$ cat config.mk
export PLATFORM = sky130hd
export DESIGN_NAME = pin_irq_ctrl
export DESIGN_NICKNAME = d
export VERILOG_FILES = /design/src/rtl/pin_irq_pkg.sv /design/src/rtl/pin_irq_line.sv /design/src/rtl/pin_irq_regs.sv /design/src/rtl/pin_irq_map.sv /design/src/rtl/pin_irq_ctrl.sv
export SDC_FILE = /design/constraint.sdc
export NUM_CORES = 1
export LEC_CHECK = 0
export ABC_AREA = 1
export BUFFER_PORTS_ARGS = -buffer_cell sky130_fd_sc_hd__buf_4
export CORE_ASPECT_RATIO = 1.25
export CORE_MARGIN = 4
export CORE_UTILIZATION = 40
export CTS_BUF_LIST = sky130_fd_sc_hd__clkbuf_8
export CTS_CLUSTER_SIZE = 14
export DETAILED_ROUTE_END_ITERATION = 7
export SYNTH_ARGS = -nofsm -noshare
export SYNTH_HDL_FRONTEND = slang
export SYNTH_HIERARCHICAL = 1
export SYNTH_SLANG_ARGS = --single-unit
export TNS_END_PERCENT = 30
$ cat constraint.sdc
create_clock -name clk -period 10.9 [get_ports clk]
set_clock_uncertainty 0.2 [all_clocks]
set_input_delay 2.18 -clock clk [delete_from_list [all_inputs] [get_ports clk]]
set_output_delay 2.18 -clock clk [all_outputs]
set_load 0.05 [all_outputs]
$ cat src/rtl/pin_irq_pkg.sv
package pin_irq_pkg;
  localparam int ADDR_W        = 4;
  localparam int DATA_W        = 32;
  localparam int LINES_PER_SEL = 4;

  localparam logic [ADDR_W-1:0] ADR_MASK     = 4'd0;
  localparam logic [ADDR_W-1:0] ADR_RISE     = 4'd1;
  localparam logic [ADDR_W-1:0] ADR_FALL     = 4'd2;
  localparam logic [ADDR_W-1:0] ADR_PEND     = 4'd3;
  localparam logic [ADDR_W-1:0] ADR_CAPTURE  = 4'd4;
  localparam logic [ADDR_W-1:0] ADR_SEL_BASE = 4'd5;
endpackage

$ cat src/rtl/pin_irq_line.sv
module pin_irq_line #(
  parameter int NUM_PORTS = 4,
  parameter int SEL_W     = 4
) (
  input  logic                 clk,
  input  logic                 rst_n,
  input  logic [NUM_PORTS-1:0] pins_i,
  input  logic [SEL_W-1:0]     sel_i,
  input  logic                 rise_en_i,
  input  logic                 fall_en_i,
  output logic                 edge_o
);
  logic pick;
  logic s1_q, s2_q, prev_q;
  logic s1_n, s2_n, prev_n;

  always_comb begin
    pick = 1'b0;
    for (int p = 0; p < NUM_PORTS; p++) begin
      if (sel_i == SEL_W'(p)) pick = pins_i[p];
    end
  end

  always_comb begin
    s1_n   = pick;
    s2_n   = s1_q;
    prev_n = s2_q;
  end

  always_ff @(posedge clk or negedge rst_n) begin
    if (!rst_n) begin
      s1_q   <= 1'b0;
      s2_q   <= 1'b0;
      prev_q <= 1'b0;
    end else begin
      s1_q   <= s1_n;
      s2_q   <= s2_n;
      prev_q <= prev_n;
    end
  end

  assign edge_o = (rise_en_i & s2_q & ~prev_q) | (fall_en_i & ~s2_q & prev_q);


  edge_gate_chk: assert property (@(posedge clk) disable iff (!rst_n)
    edge_o |-> (rise_en_i || fall_en_i));
endmodule

$ cat src/rtl/pin_irq_regs.sv
module pin_irq_regs
  import pin_irq_pkg::*;
#(
  parameter int NUM_LINES = 16,
  parameter int SEL_W     = 4
) (
  input  logic                       clk,
  input  logic                       rst_n,
  input  logic [ADDR_W-1:0]          bus_addr,
  input  logic                       bus_wr,
  input  logic [DATA_W-1:0]          bus_wdata,
  input  logic                       bus_rd,
  output logic [DATA_W-1:0]          bus_rdata,
  input  logic [NUM_LINES-1:0]       edge_i,
  output logic [NUM_LINES-1:0]       mask_o,
  output logic [NUM_LINES-1:0]       rise_o,
  output logic [NUM_LINES-1:0]       fall_o,
  output logic [NUM_LINES-1:0]       pend_o,
  output logic [NUM_LINES*SEL_W-1:0] sel_o
);
  logic [NUM_LINES-1:0] mask_q, rise_q, fall_q, cap_q, pend_q;
  logic [NUM_LINES-1:0] mask_n, rise_n, fall_n, cap_n, pend_n;
  logic [NUM_LINES-1:0] set_v, clr_v;
  logic [SEL_W-1:0]     sel_q [NUM_LINES];
  logic [SEL_W-1:0]     sel_n [NUM_LINES];
  logic [DATA_W-1:0]    rd_q, rd_n;

  always_comb begin
    mask_n = (bus_wr && bus_addr == ADR_MASK)    ? bus_wdata[NUM_LINES-1:0] : mask_q;
    rise_n = (bus_wr && bus_addr == ADR_RISE)    ? bus_wdata[NUM_LINES-1:0] : rise_q;
    fall_n = (bus_wr && bus_addr == ADR_FALL)    ? bus_wdata[NUM_LINES-1:0] : fall_q;
    cap_n  = (bus_wr && bus_addr == ADR_CAPTURE) ? bus_wdata[NUM_LINES-1:0] : cap_q;
    clr_v  = (bus_wr && bus_addr == ADR_PEND)    ? bus_wdata[NUM_LINES-1:0] : '0;
    set_v  = edge_i & (mask_q | cap_q);
    pend_n = (pend_q & ~clr_v) | set_v;
    for (int i = 0; i < NUM_LINES; i++) begin
      sel_n[i] = sel_q[i];
      if (bus_wr && bus_addr == ADDR_W'(int'(ADR_SEL_BASE) + i / LINES_PER_SEL))
        sel_n[i] = bus_wdata[(i % LINES_PER_SEL)*SEL_W +: SEL_W];
    end
  end

  always_comb begin
    rd_n = '0;
    case (bus_addr)
      ADR_MASK:    rd_n[NUM_LINES-1:0] = mask_q;
      ADR_RISE:    rd_n[NUM_LINES-1:0] = rise_q;
      ADR_FALL:    rd_n[NUM_LINES-1:0] = fall_q;
      ADR_PEND:    rd_n[NUM_LINES-1:0] = pend_q;
      ADR_CAPTURE: rd_n[NUM_LINES-1:0] = cap_q;
      default: begin
        for (int i = 0; i < NUM_LINES; i++) begin
          if (bus_addr == ADDR_W'(int'(ADR_SEL_BASE) + i / LINES_PER_SEL))
            rd_n[(i % LINES_PER_SEL)*SEL_W +: SEL_W] = sel_q[i];
        end
      end
    endcase
  end

  always_ff @(posedge clk or negedge rst_n) begin
    if (!rst_n) begin
      mask_q <= '0;
      rise_q <= '0;
      fall_q <= '0;
      cap_q  <= '0;
      pend_q <= '0;
      rd_q   <= '0;
      for (int i = 0; i < NUM_LINES; i++) sel_q[i] <= '0;
    end else begin
      mask_q <= mask_n;
      rise_q <= rise_n;
      fall_q <= fall_n;
      cap_q  <= cap_n;
      pend_q <= pend_n;
      for (int i = 0; i < NUM_LINES; i++) sel_q[i] <= sel_n[i];
      if (bus_rd) rd_q <= rd_n;
    end
  end

  assign bus_rdata = rd_q;
  assign mask_o    = mask_q;
  assign rise_o    = rise_q;
  assign fall_o    = fall_q;
  assign pend_o    = pend_q;

  generate
    for (genvar g = 0; g < NUM_LINES; g++) begin : g_sel
      assign sel_o[g*SEL_W +: SEL_W] = sel_q[g];
    end
  endgenerate


  pend_hold_chk: assert property (@(posedge clk) disable iff (!rst_n)
    (($past(pend_q & ~clr_v) & ~pend_q) == '0));


  masked_drop_chk: assert property (@(posedge clk) disable iff (!rst_n)
    (((pend_q & ~$past(pend_q)) & ~$past(mask_q | cap_q)) == '0));


  edge_set_chk: assert property (@(posedge clk) disable iff (!rst_n)
    (($past(edge_i & mask_q) & ~pend_q) == '0));


  set_wins_chk: assert property (@(posedge clk) disable iff (!rst_n)
    (($past(set_v & clr_v) & ~pend_q) == '0));
endmodule

$ cat src/rtl/pin_irq_map.sv
module pin_irq_map #(
  parameter int NUM_LINES = 16,
  parameter int N_DIRECT  = 5,
  parameter int GRP_SPLIT = 10
) (
  input  logic                 clk,
  input  logic                 rst_n,
  input  logic [NUM_LINES-1:0] pend_i,
  input  logic [NUM_LINES-1:0] mask_i,
  output logic [N_DIRECT-1:0]  irq_direct_o,
  output logic [1:0]           irq_group_o
);
  logic [NUM_LINES-1:0] live;
  assign live = pend_i & mask_i;

  generate
    for (genvar k = 0; k < N_DIRECT; k++) begin : g_direct
      assign irq_direct_o[k] = live[k];
    end
  endgenerate

  assign irq_group_o[0] = |live[GRP_SPLIT-1:N_DIRECT];
  assign irq_group_o[1] = |live[NUM_LINES-1:GRP_SPLIT];


  direct_mask_chk: assert property (@(posedge clk) disable iff (!rst_n)
    ((irq_direct_o & ~mask_i[N_DIRECT-1:0]) == '0));


  group_src_chk: assert property (@(posedge clk) disable iff (!rst_n)
    irq_group_o[1] |-> (|pend_i[NUM_LINES-1:GRP_SPLIT]));
endmodule

$ cat src/rtl/pin_irq_ctrl.sv
module pin_irq_ctrl
  import pin_irq_pkg::*;
#(
  parameter int NUM_LINES = 16,
  parameter int NUM_PORTS = 4,
  parameter int SEL_W     = 4,
  parameter int N_DIRECT  = 5,
  parameter int GRP_SPLIT = 10
) (
  input  logic                           clk,
  input  logic                           rst_n,
  input  logic [NUM_PORTS*NUM_LINES-1:0] pins_i,
  input  logic [ADDR_W-1:0]              bus_addr,
  input  logic                           bus_wr,
  input  logic [DATA_W-1:0]              bus_wdata,
  input  logic                           bus_rd,
  output logic [DATA_W-1:0]              bus_rdata,
  output logic [N_DIRECT-1:0]            irq_direct_o,
  output logic [1:0]                     irq_group_o
);
  logic rst_a_q, rst_b_q, srst_n;
  logic [NUM_LINES-1:0]       edge_v, mask_v, rise_v, fall_v, pend_v;
  logic [NUM_LINES*SEL_W-1:0] sel_v;

  always_ff @(posedge clk or negedge rst_n) begin
    if (!rst_n) begin
      rst_a_q <= 1'b0;
      rst_b_q <= 1'b0;
    end else begin
      rst_a_q <= 1'b1;
      rst_b_q <= rst_a_q;
    end
  end
  assign srst_n = rst_b_q;

  generate
    for (genvar n = 0; n < NUM_LINES; n++) begin : g_line
      logic [NUM_PORTS-1:0] col;
      for (genvar p = 0; p < NUM_PORTS; p++) begin : g_col
        assign col[p] = pins_i[p*NUM_LINES + n];
      end
      pin_irq_line #(.NUM_PORTS(NUM_PORTS), .SEL_W(SEL_W)) u_line (
        .clk       (clk),
        .rst_n     (srst_n),
        .pins_i    (col),
        .sel_i     (sel_v[n*SEL_W +: SEL_W]),
        .rise_en_i (rise_v[n]),
        .fall_en_i (fall_v[n]),
        .edge_o    (edge_v[n])
      );
    end
  endgenerate

  pin_irq_regs #(.NUM_LINES(NUM_LINES), .SEL_W(SEL_W)) u_regs (
    .clk       (clk),
    .rst_n     (srst_n),
    .bus_addr  (bus_addr),
    .bus_wr    (bus_wr),
    .bus_wdata (bus_wdata),
    .bus_rd    (bus_rd),
    .bus_rdata (bus_rdata),
    .edge_i    (edge_v),
    .mask_o    (mask_v),
    .rise_o    (rise_v),
    .fall_o    (fall_v),
    .pend_o    (pend_v),
    .sel_o     (sel_v)
  );

  pin_irq_map #(.NUM_LINES(NUM_LINES), .N_DIRECT(N_DIRECT), .GRP_SPLIT(GRP_SPLIT)) u_map (
    .clk          (clk),
    .rst_n        (srst_n),
    .pend_i       (pend_v),
    .mask_i       (mask_v),
    .irq_direct_o (irq_direct_o),
    .irq_group_o  (irq_group_o)
  );
endmodule

# --- After elaboration in Yosys (flattened, before gate mapping) ---
# Cells that the tools add are included.
# Widths: inputs -> output; s select.
totals:
  regBits: 210
  input_bits: 104
  output_inout_bits: 39
  word_cells: 356
op_classes:
  eq_ne: 56
  mux: 82
  n_bitwise: 118
  reduce_logical: 28
ops:
  columns: ["operator", "count"]
  rows:
  - ["$eq 4x2->1 const B", 34]
  - ["$pmux 16 s5", 1]
  - ["$eq 4x1->1 const B", 17]
  - ["$logic_not 4->1", 17]
  - ["$and 1x1->1", 64]
  - ["$mux 1", 64]
  - ["$mux 4", 16]
  - ["$and 16x16->16", 3]
  - ["$not 1->1", 32]
  - ["$or 16x16->16", 2]
  - ["$eq 4x3->1 const B", 4]
  - ["$mux 16", 1]
  - ["$not 16->16", 1]
  - ["$or 1x1->1", 16]
  - ["$logic_and 1x1->1", 9]
  - ["$reduce_or 6->1", 1]
  - ["$reduce_or 5->1", 1]
  - ["$eq 4x4->1 const B", 1]

# --- Longest topological paths before layout ---
depth:
  ltp_word: 6
  mapped_depth: 10
  mapped_depth_nobuf: 9

# --- Cells and area by module ---
# Netlist, hierarchy kept.
by_module_without_submodules:
  columns: ["mod", "n_inst", "cells_per_inst", "area_each_um2"]
  rows:
  - ["pin_irq_regs", 1, 899, 7347.0]
  - ["pin_irq_line", 16, 19, 146.4]
  - ["pin_irq_map", 1, 31, 116.4]
  - ["pin_irq_ctrl", 1, 3, 53.8]

# --- Least setup slack after synthesis ---
# No wires, ideal clock.
synth_path:
  kind: "input to register"
  startpoint: "input bus_wr"
  endpoint: "register u_regs.cap_q[1]"
  setup_time_ns: 0.132
  t_arrival_ns: 3.054
  path_slack_ns: 7.515
  path_stages: 5
  path_cell_list: "buf_1 -> nand3_1 -> clkbuf_1 -> nand2_1 -> o21ai_0"
synth_via:
  elab_chain_len: 1
synth_rtl:
  columns: ["item", "line_no", "source"]
  rows:
  - ["start: declaration", "pin_irq_ctrl.sv:14", "input logic bus_wr,"]
  - ["$logic_and 1x1->1", "pin_irq_regs.sv:32", "cap_n = (bus_wr && bus_addr == ADR_CAPTURE) ? bus_wdata[NUM_LINES-1:0] : cap_q;"]
  - ["end signal: assignment", "pin_irq_regs.sv:73", "cap_q <= cap_n;"]
  - ["end: declaration", "pin_irq_regs.sv:21", "logic [NUM_LINES-1:0] mask_q, rise_q, fall_q, cap_q, pend_q;"]
# No other way between the ends.
# A chain may end at the register's enable or synchronous reset.

# --- Worst setup path in the final report ---
layout_path:
  startpoint: "input bus_addr[1]"
  endpoint: "register u_regs.sel_q (netlist bit u_regs/sel_o[62])"
layout_via:
  elab_chain_len: 2
layout_rtl:
  columns: ["item", "line_no", "source"]
  rows:
  - ["start: declaration", "pin_irq_ctrl.sv:13", "input logic [ADDR_W-1:0] bus_addr,"]
  - ["$eq 4x4->1", "pin_irq_regs.sv:38", "if (bus_wr && bus_addr == ADDR_W'(int'(ADR_SEL_BASE) + i / LINES_PER_SEL))"]
  - ["$logic_and 1x1->1", "pin_irq_regs.sv:38", null]
  - ["end: declaration", "pin_irq_regs.sv:24", "logic [SEL_W-1:0] sel_q [NUM_LINES];"]
# No other way between the ends.

==> impl_metrics.env <==
export IMPL_status="completed"
export IMPL_finalCriticalPeriod_ps=4330
export IMPL_ant_nets=0
export IMPL_grt_use_total_pct=21.2
export IMPL_dieArea_mm2=0.0272
export IMPL_dp_slack_ps=6080
export IMPL_start_util_pct=40.5
export IMPL_start_kind="input port"
export IMPL_cts_root_buf="clkbuf_8"
export IMPL_drtIter0Drc=462
export IMPL_coreArea_mm2=0.0243
export IMPL_synth_edf_count=0
export IMPL_async_flop_share_pct=100
export IMPL_tightest_slew_ps=1110
export IMPL_fin_nets=1445
export IMPL_yosysSeqAreaShare_pct=53.3
export IMPL_syn_area_mm2=0.00986
export IMPL_arrival_ps=4540
export IMPL_hold_path_class="reg2reg"
export IMPL_fp_dieW_um=148
export IMPL_netlist_top_cells_area="dfrtp_1 53%, nand2_1 14%, nand3_1 7.2%, o21ai_0 6.6%, inv_1 3.5%"
export IMPL_via_per_inst=5.05
export IMPL_rsz0062_at_grt="no"
export IMPL_antenna_found_initial=0
export IMPL_slew_headroom_pct=25.9
export IMPL_numPortBuffers=110
export IMPL_drt_wl_total_mm=28.9
export IMPL_slew_viol_final=0
export IMPL_wire_per_inst_um=17.0
export IMPL_insertion_delay_ps=520
export IMPL_path_cells="buf_4, nor2_4, nand3_2, inv_2, nand2_1, o21ai_0"
export IMPL_synth_top_family_by_area="simple AND/OR/NAND/NOR gates"
export IMPL_worstPathRequired_ps=11100
export IMPL_finalWorstSetupSlack_ps=6570
export IMPL_leakage_nw=5.91
export IMPL_via_count=8566
export IMPL_num_io_pins=143
export IMPL_end_kind="flip-flop"
export IMPL_syn2layout_area_growth_pct=17.8
export IMPL_synth_seq_cells=210
export IMPL_yosys_area_share_simple_pct=29.3
export IMPL_fin_tns_setup_ps=0
export IMPL_yosysWarningCount=6
export IMPL_fillCellCount=2489
export IMPL_cts_resized_gates=0
export IMPL_ys_types=22
export IMPL_worstSetupPathType="in2reg"
export IMPL_period_share_pct=39.8
export IMPL_drive_gt1_share_pct=16.4
export IMPL_finalSetupViolCount=0
export IMPL_synth_xor_area_share_pct=0
export IMPL_firstDrtPassIters=5
export IMPL_drc=0
export IMPL_muxShareOfSynthArea_pct=0
export IMPL_hpwl_mm=19.8
export IMPL_cap_violations=0
export IMPL_cts_buffers=35
export IMPL_grt_pass1_vias=8079
export IMPL_power_total_w=0.00228
export IMPL_synth_top_cell_by_area="dfrtp_1"
export IMPL_ir_drop_v=0.0000817
export IMPL_synth_top_cell_area_share_pct=53.3
export IMPL_cts_max_path_buffers=3
export IMPL_synthTopCellsByCount="378 x nand2_1, 210 x dfrtp_1, 142 x nand3_1"
export IMPL_timing_final_hold_violations=0
export IMPL_synth_compound_area_share_pct=9.99
export IMPL_power_density_mw_per_mm2=196
export IMPL_cts_hold_fix_buffers=0
export IMPL_crit_path_max_incr_delay_ps=600
export IMPL_syn_inst=1237
export IMPL_synthAdderAreaFrac_pct=0
export IMPL_grt_ovfl_total=0
export IMPL_cp_max_fo=32
export IMPL_grt_pass1_wl_mm=44.8
export IMPL_cts_tree="yes"
export IMPL_yosysMostFrequentCell="nand2_1"
export IMPL_postSynthAreaPerCell_um2=7.97
export IMPL_rows=64
export IMPL_clkTransAtPathRegs_ps=60
export IMPL_gp_congestion=0.860
export IMPL_cts_sinks=210
export IMPL_diodes=0
export IMPL_grt_max_degree=82
export IMPL_crit_path_top_delay_cell="nor2_4"
export IMPL_cts_setup_buffers=0
export IMPL_htreeDepth=2
export IMPL_timing_fmax_mhz=231
export IMPL_fp_dieH_um=184
export IMPL_synth_ff_type="dfrtp_1"
==> state kept, by name, indices dropped and copies added, names as in the netlist <==
register,count
u_regs/sel_o,64
g_line.u_line/prev_n,16
g_line.u_line/prev_q,16
g_line.u_line/s1_q,16
u_regs/bus_rdata,16
u_regs/cap_q,16
u_regs/fall_o,16
u_regs/mask_o,16
u_regs/pend_o,16
u_regs/rise_o,16
rst_a_q,1
rst_b_q,1
==> through the flow <==
stage	instances	area (um^2)	utilization, %	hold WS (ps)
2_1_floorplan	1252	9920	-	131
3_3_place_gp	1634	10900	44.7	135
3_5_place_dp	1634	10900	44.7	135
4_1_cts	1696	11600	47.7	143
5_1_grt	1696	11600	47.7	154
6_report	1696	11600	47.7	142
==> worst paths after layout <==
path	slack [ps]	end	from	depth (start not counted)
worst min register to register	140	g_line[12].u_line/prev_n$_DFF_PN0_	g_line[12].u_line/s1_q$_DFF_PN0_	0
max in group asynchronous	8690	u_regs/sel_o[54]$_DFFE_PN0P_	rst_b_q$_DFF_PN0_	1
worst max register to register	8690	u_regs/sel_o[54]$_DFFE_PN0P_	rst_b_q$_DFF_PN0_	1
min in group asynchronous	220	u_regs/sel_o[46]$_DFFE_PN0P_	rst_b_q$_DFF_PN0_	0
worst min-delay path	140	g_line[12].u_line/prev_n$_DFF_PN0_	g_line[12].u_line/s1_q$_DFF_PN0_	0
worst max-delay path	6570	u_regs/sel_o[62]$_DFFE_PN0P_	bus_addr[1]	6
==> cell families after synthesis <==
family | after synthesis
simple gates | 664
flops | 210
compound gates | 196
buf+inv | 165
other cells | 2
==> routing by layer <==
layer	GRT usage, %	share of wire (%)	vias up
li1	-	-	4155
met1	26.6	41	4078
met2	35.8	49	254
met3	3.13	4.8	79
met4	10.8	5.4	0
met5	0	0	-
==> cell usage in the layout (no fill, tap or decap) <==
cell / synthesis / routed
a21oi_1: 19 / 19
buf_4: 20 / 119
clkbuf_8: 0 / 49
clkinv_2: 0 / 4
conb_1: 2 / 17
dfrtp_1: 210 / 209
dfrtp_4: 0 / 1
inv_1: 93 / 102
inv_2: 5 / 5
nand2_1: 378 / 378
nand2_2: 2 / 2
nand3_1: 142 / 142
nand3_2: 3 / 3
nand3_4: 1 / 1
nand3b_1: 16 / 16
nor2_1: 84 / 83
nor2_2: 33 / 32
nor2_4: 5 / 7
o21ai_0: 131 / 131
o21ai_1: 45 / 45
o21ai_2: 1 / 1
==> worst max-delay path, delay by kind of cell <==
kind            cells  cell delay [ps]
simple gates        3             1530
buf+inv             2              410
compound gates      1              410
==> final cells by class <==
class | count | area, um^2 | area share [%]
multi-input cells | 877 | 3950 | 34.0
inverters | 98 | 368 | 3.17
clock inverters | 13 | 53.8 | 0.463
well taps | 330 | 413 | 3.56
repair buffers | 119 | 893 | 7.69
flip-flops and latches | 210 | 5260 | 45.3
clock buffers | 49 | 674 | 5.81
==> report_power, final <==
part / internal (W) / switching, W
combinational: 0.000164 / 0.000286
sequential: 0.000962 / 0.000160
clock: 0.000398 / 0.000311
(Power assumes the default switching activity.)
